`src/rtl/dqw_pkg.sv`:
```
package dqw_pkg;
    localparam int WORD_W     = 32;
    localparam int DESC_WORDS = 4;
    localparam int PTR_W      = 32;
    localparam int LEN_W      = 16;
    localparam int FLAG_HWO   = 0;
    localparam int FLAG_BPS   = 2;
    localparam int FLAG_IOC   = 7;
    localparam int EF_ZLP     = 5;
    localparam logic [7:0] SUM_GOOD = 8'hFF;

    typedef enum logic [2:0] {
        ST_IDLE,
        ST_FETCH,
        ST_WAIT,
        ST_CHECK,
        ST_XFER,
        ST_WB_LEN,
        ST_WB_FLAG
    } walk_st_e;
endpackage

```
`src/rtl/dqw_bytesum.sv`:
```
module dqw_bytesum
    import dqw_pkg::*;
(
    input  logic [WORD_W-1:0] word,
    output logic [7:0]        sum
);
    localparam int NBYTES = WORD_W / 8;

    always_comb begin
        sum = '0;
        for (int b = 0; b < NBYTES; b++) begin
            sum = sum + word[8*b +: 8];
        end
    end
endmodule

```
`src/rtl/dqw_decode.sv`:
```
module dqw_decode
    import dqw_pkg::*;
#(
    parameter bit IS_RX = 1'b1,
    parameter int EXT_W = 4,
    localparam int ADDR_W = PTR_W + EXT_W
) (
    input  logic [DESC_WORDS-1:0][WORD_W-1:0] words,
    output logic                              hwo,
    output logic                              bypass,
    output logic                              ioc,
    output logic                              zlp,
    output logic [ADDR_W-1:0]                 buf_addr,
    output logic [ADDR_W-1:0]                 next_addr,
    output logic [LEN_W-1:0]                  len
);
    logic [7:0] ext_byte;
    logic       dec_unused;

    assign hwo    = words[0][FLAG_HWO];
    assign bypass = words[0][FLAG_BPS];
    assign ioc    = words[0][FLAG_IOC];

    generate
        if (IS_RX) begin : g_rx
            assign ext_byte = words[3][23:16];
            assign len      = words[0][31:16];
            assign zlp      = 1'b0;
        end else begin : g_tx
            assign ext_byte = words[0][23:16];
            assign len      = words[3][15:0];
            assign zlp      = words[3][24 + EF_ZLP];
        end
    endgenerate

    assign buf_addr  = {ext_byte[EXT_W-1:0], words[2]};
    assign next_addr = {ext_byte[4 +: EXT_W], words[1]};
    assign dec_unused = ^words;
endmodule

```
`src/rtl/dqw_walker.sv`:
```
module dqw_walker
    import dqw_pkg::*;
#(
    parameter bit IS_RX = 1'b1,
    parameter int EXT_W = 4,
    localparam int ADDR_W = PTR_W + EXT_W
) (
    input  logic              clk,
    input  logic              rst_n,
    input  logic              start,
    input  logic [ADDR_W-1:0] start_addr,
    input  logic              resume,
    input  logic              cs_en,
    output logic              rd_req,
    output logic [ADDR_W-1:0] rd_addr,
    input  logic              rd_valid,
    input  logic [WORD_W-1:0] rd_data,
    output logic              wr_en,
    output logic [ADDR_W-1:0] wr_addr,
    output logic [WORD_W-1:0] wr_data,
    output logic [3:0]        wr_strb,
    output logic              xfer_req,
    output logic [ADDR_W-1:0] xfer_addr,
    output logic [LEN_W-1:0]  xfer_len,
    output logic              xfer_zlp,
    input  logic              xfer_done,
    input  logic [LEN_W-1:0]  xfer_count,
    output logic              done_irq,
    output logic              err_irq
);
    localparam int IDX_W   = $clog2(DESC_WORDS);
    localparam int LEN_OFF = 12;

    typedef struct packed {
        walk_st_e                         st;
        logic [IDX_W-1:0]                 idx;
        logic [ADDR_W-1:0]                cur;
        logic [DESC_WORDS-1:0][WORD_W-1:0] w;
        logic [7:0]                       sum;
        logic [LEN_W-1:0]                 cnt;
        logic                             done_irq;
        logic                             err_irq;
    } walk_regs_t;

    walk_regs_t r_d, r_q;

    logic              d_hwo, d_bypass, d_ioc, d_zlp;
    logic [ADDR_W-1:0] d_buf, d_next;
    logic [LEN_W-1:0]  d_len;
    logic [7:0]        word_sum;
    logic [7:0]        flag_clr;

    function automatic logic [ADDR_W-1:0] at_off(input logic [ADDR_W-1:0] base,
                                                 input logic [PTR_W-1:0]  off);
        return {base[ADDR_W-1:PTR_W], base[PTR_W-1:0] + off};
    endfunction

    dqw_decode #(.IS_RX(IS_RX), .EXT_W(EXT_W)) u_dec (
        .words     (r_q.w),
        .hwo       (d_hwo),
        .bypass    (d_bypass),
        .ioc       (d_ioc),
        .zlp       (d_zlp),
        .buf_addr  (d_buf),
        .next_addr (d_next),
        .len       (d_len)
    );

    dqw_bytesum u_sum (
        .word (rd_data),
        .sum  (word_sum)
    );

    always_comb begin
        r_d          = r_q;
        r_d.done_irq = 1'b0;
        r_d.err_irq  = 1'b0;
        case (r_q.st)
            ST_IDLE: begin
                if (start) begin
                    r_d.cur = start_addr;
                    r_d.idx = '0;
                    r_d.sum = '0;
                    r_d.st  = ST_FETCH;
                end else if (resume) begin
                    r_d.idx = '0;
                    r_d.sum = '0;
                    r_d.st  = ST_FETCH;
                end
            end
            ST_FETCH: r_d.st = ST_WAIT;
            ST_WAIT: begin
                if (rd_valid) begin
                    r_d.w[r_q.idx] = rd_data;
                    r_d.sum        = r_q.sum + word_sum;
                    if (r_q.idx == IDX_W'(DESC_WORDS - 1)) begin
                        r_d.st = ST_CHECK;
                    end else begin
                        r_d.idx = r_q.idx + 1'b1;
                        r_d.st  = ST_FETCH;
                    end
                end
            end
            ST_CHECK: begin
                if (!d_hwo) begin
                    r_d.st = ST_IDLE;
                end else if (cs_en && (r_q.sum != SUM_GOOD)) begin
                    r_d.err_irq = 1'b1;
                    r_d.st      = ST_IDLE;
                end else if (d_bypass) begin
                    r_d.cur = d_next;
                    r_d.idx = '0;
                    r_d.sum = '0;
                    r_d.st  = ST_FETCH;
                end else begin
                    r_d.st = ST_XFER;
                end
            end
            ST_XFER: begin
                if (xfer_done) begin
                    r_d.cnt = xfer_count;
                    r_d.st  = IS_RX ? ST_WB_LEN : ST_WB_FLAG;
                end
            end
            ST_WB_LEN: r_d.st = ST_WB_FLAG;
            ST_WB_FLAG: begin
                r_d.done_irq = d_ioc;
                r_d.cur      = d_next;
                r_d.idx      = '0;
                r_d.sum      = '0;
                r_d.st       = ST_FETCH;
            end
            default: r_d.st = ST_IDLE;
        endcase
    end

    always_ff @(posedge clk) begin
        if (!rst_n) begin
            r_q <= '0;
        end else begin
            r_q <= r_d;
        end
    end

    always_comb begin
        flag_clr           = r_q.w[0][7:0];
        flag_clr[FLAG_HWO] = 1'b0;
    end

    assign rd_req    = (r_q.st == ST_FETCH);
    assign rd_addr   = at_off(r_q.cur, {{(PTR_W - IDX_W - 2){1'b0}}, r_q.idx, 2'b00});
    assign xfer_req  = (r_q.st == ST_XFER);
    assign xfer_addr = d_buf;
    assign xfer_len  = d_len;
    assign xfer_zlp  = d_zlp;
    assign wr_en     = (r_q.st == ST_WB_LEN) || (r_q.st == ST_WB_FLAG);
    assign wr_addr   = (r_q.st == ST_WB_LEN) ? at_off(r_q.cur, PTR_W'(LEN_OFF)) : r_q.cur;
    assign wr_strb   = (r_q.st == ST_WB_LEN) ? 4'b0011 : 4'b0001;
    assign wr_data   = (r_q.st == ST_WB_LEN) ? {{(WORD_W - LEN_W){1'b0}}, r_q.cnt}
                                             : {{(WORD_W - 8){1'b0}}, flag_clr};
    assign done_irq  = r_q.done_irq;
    assign err_irq   = r_q.err_irq;

    AST_ONE_READ: assert property (@(posedge clk) disable iff (!rst_n)
        rd_req |=> !rd_req);
    AST_CMD_STABLE: assert property (@(posedge clk) disable iff (!rst_n)
        (xfer_req && !xfer_done) |=> (xfer_req && $stable(xfer_addr) && $stable(xfer_len)));
    AST_ERR_QUIET: assert property (@(posedge clk) disable iff (!rst_n)
        err_irq |-> (!xfer_req && !wr_en));
    AST_OWN_CLEARED: assert property (@(posedge clk) disable iff (!rst_n)
        (wr_en && wr_strb == 4'b0001) |-> !wr_data[FLAG_HWO]);
    AST_IRQ_PULSE: assert property (@(posedge clk) disable iff (!rst_n)
        done_irq |=> !done_irq);
endmodule

```
`config.mk`:
```
export PLATFORM = sky130hd
export DESIGN_NAME = dqw_walker
export DESIGN_NICKNAME = d
export VERILOG_FILES = /design/src/rtl/dqw_pkg.sv /design/src/rtl/dqw_bytesum.sv /design/src/rtl/dqw_decode.sv /design/src/rtl/dqw_walker.sv
export SDC_FILE = /design/constraint.sdc
export NUM_CORES = 1
export LEC_CHECK = 0
export BUFFER_PORTS_ARGS = -buffer_cell sky130_fd_sc_hd__buf_2
export CAP_MARGIN = 20
export CORE_ASPECT_RATIO = 1.25
export CORE_MARGIN = 10
export CORE_UTILIZATION = 60
export CTS_BUF_LIST = sky130_fd_sc_hd__clkbuf_8
export CTS_CLUSTER_SIZE = 8
export DETAILED_ROUTE_END_ITERATION = 7
export HOLD_SLACK_MARGIN = 0.03
export PLACE_DENSITY = 0.86
export SYNTH_ARGS = -nofsm -noshare
export SYNTH_HDL_FRONTEND = slang
export SYNTH_HIERARCHICAL = 1
export SYNTH_SLANG_ARGS = --single-unit
export TNS_END_PERCENT = 30
```
`constraint.sdc`:
```
create_clock -name clk -period 11 [get_ports clk]
set_clock_uncertainty 0.15 [all_clocks]
set_input_delay 2.2 -clock clk [delete_from_list [all_inputs] [get_ports clk]]
set_output_delay 2.2 -clock clk [all_outputs]
set_load 0.01 [all_outputs]
```
==> flow_metrics.env <==
export IMPL_hold_depth=2
export IMPL_r2r_start="r_q[193]"
export IMPL_drt_iter0_markers=668
export IMPL_rr_worst_depth=5
export IMPL_core_area_sq_um=16300
export IMPL_drv_cap=0
export IMPL_global_route_usage_met3_pct=6.85
export IMPL_hold_path_end="r_q[15]"
export IMPL_track_usage_pct=23.7
export IMPL_cts_tree="yes"
export IMPL_grt_pass1_wl_mm=42.1
export IMPL_cts_hold_buf=0
export IMPL_fp_dieH_microns=164
export IMPL_grt_busiest_layer="met2"
export IMPL_drc=0
export IMPL_met1_usage_pct=28.2
export IMPL_antenna_left=0
export IMPL_root_buffer="clkbuf_8"
export IMPL_ir_drop_mv=0.120
export IMPL_worst_path_max_fanout=6
export IMPL_clock_sink_count=163
export IMPL_postCtsSetupBuffers=0
export IMPL_power_density_nw_per_um2=134
export IMPL_hpwl_mm=20.9
export IMPL_multi_input_area_sq_um=5260
export IMPL_min_path_type="register to register"
export IMPL_wl_mm=27.5
export IMPL_period_needed_ps=5710
export IMPL_slew_headroom_pct=27.9
export IMPL_ios=257
export IMPL_routedWlPerCell_microns=18.2
export IMPL_gp_congestion=0.873
export IMPL_seq_area_sq_um=3260
export IMPL_hold_viol=0
export IMPL_gr_total_overflow=0
export IMPL_synth_area_sq_um=9980
export IMPL_dieWidth_microns=135
export IMPL_postSynthAreaPerCell_sq_um=8.26
export IMPL_p_leak_nw=5.36
export IMPL_fillCellCount=1379
export IMPL_grt_max_degree=130
export IMPL_worst_ep_arrival_time_ps=5950
export IMPL_critPathRequiredTime_ps=11240
export IMPL_tns_ps=0
export IMPL_start_util_pct=61.4
export IMPL_postPlaceCellArea_sq_um=10200
export IMPL_status="complete, no violations"
export IMPL_startpoint="rd_data[2]"
export IMPL_max_clock_path_buffers=2
export IMPL_timing_hold_ws_ps=302
export IMPL_layout_nets=1409
export IMPL_vias=8191
export IMPL_netlist_instances=1209
export IMPL_grt_pass1_vias=7895
export IMPL_antenna_found_initial=0
export IMPL_htreeDepth=4
export IMPL_min_period_over_period_pct=51.9
export IMPL_endpoint_kind="register"
export IMPL_vias_per_cell=5.42
export IMPL_dpl_cell_count=1474
export IMPL_fmax_ghz=0.175
export IMPL_total_power_w=0.00143
export IMPL_antenna_cells=0
export IMPL_worstMarginPinSlew_ps=1080
export IMPL_insertion_delay_ps=460
export IMPL_ff2ff_setup_slack_ps=7700
export IMPL_yosys_warnings=6
export IMPL_slew_viol_final=0
export IMPL_rsz0062_at_grt="no"
export IMPL_fp_row_count=52
export IMPL_post_cts_resized=0
export IMPL_numCtsBuffers=17
export IMPL_clk_pin_slew_ps=90
export IMPL_critical_path_class="input port to register"
export IMPL_hp_start="r_q[15]"
export IMPL_instances_no_fill=1510
export IMPL_grt_use_met2_pct=40.0
export IMPL_setup_violations=0
export IMPL_drive_above_1_share_pct=23.0
export IMPL_port_buffers=236
export IMPL_stdcell_area_sq_um=10700
export IMPL_dr_pass1_iters=5
export IMPL_rr_endpoint="flag_clr[1]"
export IMPL_fp_dieArea_sq_um=22200
export IMPL_start_kind="input port"
export IMPL_syn_to_final_growth_pct=7.07
layout by cell type (no fill, tap or decap), types with 3 or more instances in the layout:
cell type and count:
a21boi_1 21, ha_1 21, nand2b_1 4, a21o_1 6
dfxtp_1 163, inv_6 4, nand3_1 59, buf_16 3
fa_1 16, buf_4 5, a211oi_1 3, nand2_2 3
a21oi_1 9, and4_1 4, nand2_1 275, a21boi_0 95
nor2_1 32, clkinv_4 3, o21ai_0 19, xnor2_1 35
clkbuf_8 18, o211a_1 37, and3_1 5, inv_1 46
buf_2 235, and2_1 18, conb_1 20, xor2_1 35
nor3_1 6, nand4_1 9, mux2i_1 36, o21bai_1 3
a211o_1 4
critical path, stage by stage:
cell and delay (ps):
buf_2 130, inv_1 70, fa_1 490, fa_1 570, inv_1 60, ha_1 290
a21o_1 190, a21oi_2 190, o21bai_1 100, a21oi_1 210, xnor2_1 140, ha_1 300
a211o_1 280, a211o_1 230, o211ai_1 90, mux2_2 350, o21ai_0 60
sequential cells by signal (all words and copies together) (netlist names):
name,count
done_irq,1
rd_addr,4
err_irq,1
flag_clr,7
r_q,150
worst max-delay path by stage:
| stage | end | slack [ps] | cells past startpoint |
|---|---|---|---|
| global route | r_q[25] | 5120 | 17 |
| global placement | r_q[25] | 4950 | 17 |
| CTS | r_q[25] | 5320 | 17 |
| floorplan | r_q[25] | 5230 | 16 |
| finish | r_q[25] | 5290 | 17 |
| detailed placement | r_q[25] | 4840 | 17 |
report_power, final:
| part | switching [W] | leakage (nW) | internal [W] |
|---|---|---|---|
| sequential | 0.0000357 | 1.32 | 0.000611 |
| clock | 0.000236 | 0.205 | 0.000211 |
| combinational | 0.000187 | 3.83 | 0.000153 |
cell type report:
cell class,count,area share [%]
sequential,163,30.5
multi-input combinational,810,49.2
timing repair buffer,244,12.4
clock buffer,18,2.32
clock inverter,14,1.45
inverter,45,1.58
tap,216,2.53
layer usage:
layer	vias to the layer above	part of all wire [%]
met3	36	8.5
li1	3975	-
met5	-	0
met1	3865	40
met2	315	49
met4	0	2.3
stage by stage:
stage | utilization [%] | setup WS (ps)
global placement | 62.6 | 4950
detailed placement | 62.6 | 4840
CTS | 65.0 | 5320
finish | 65.7 | 5290
floorplan | - | 5230
global route | 65.7 | 5120
(Power assumes the default switching activity.)
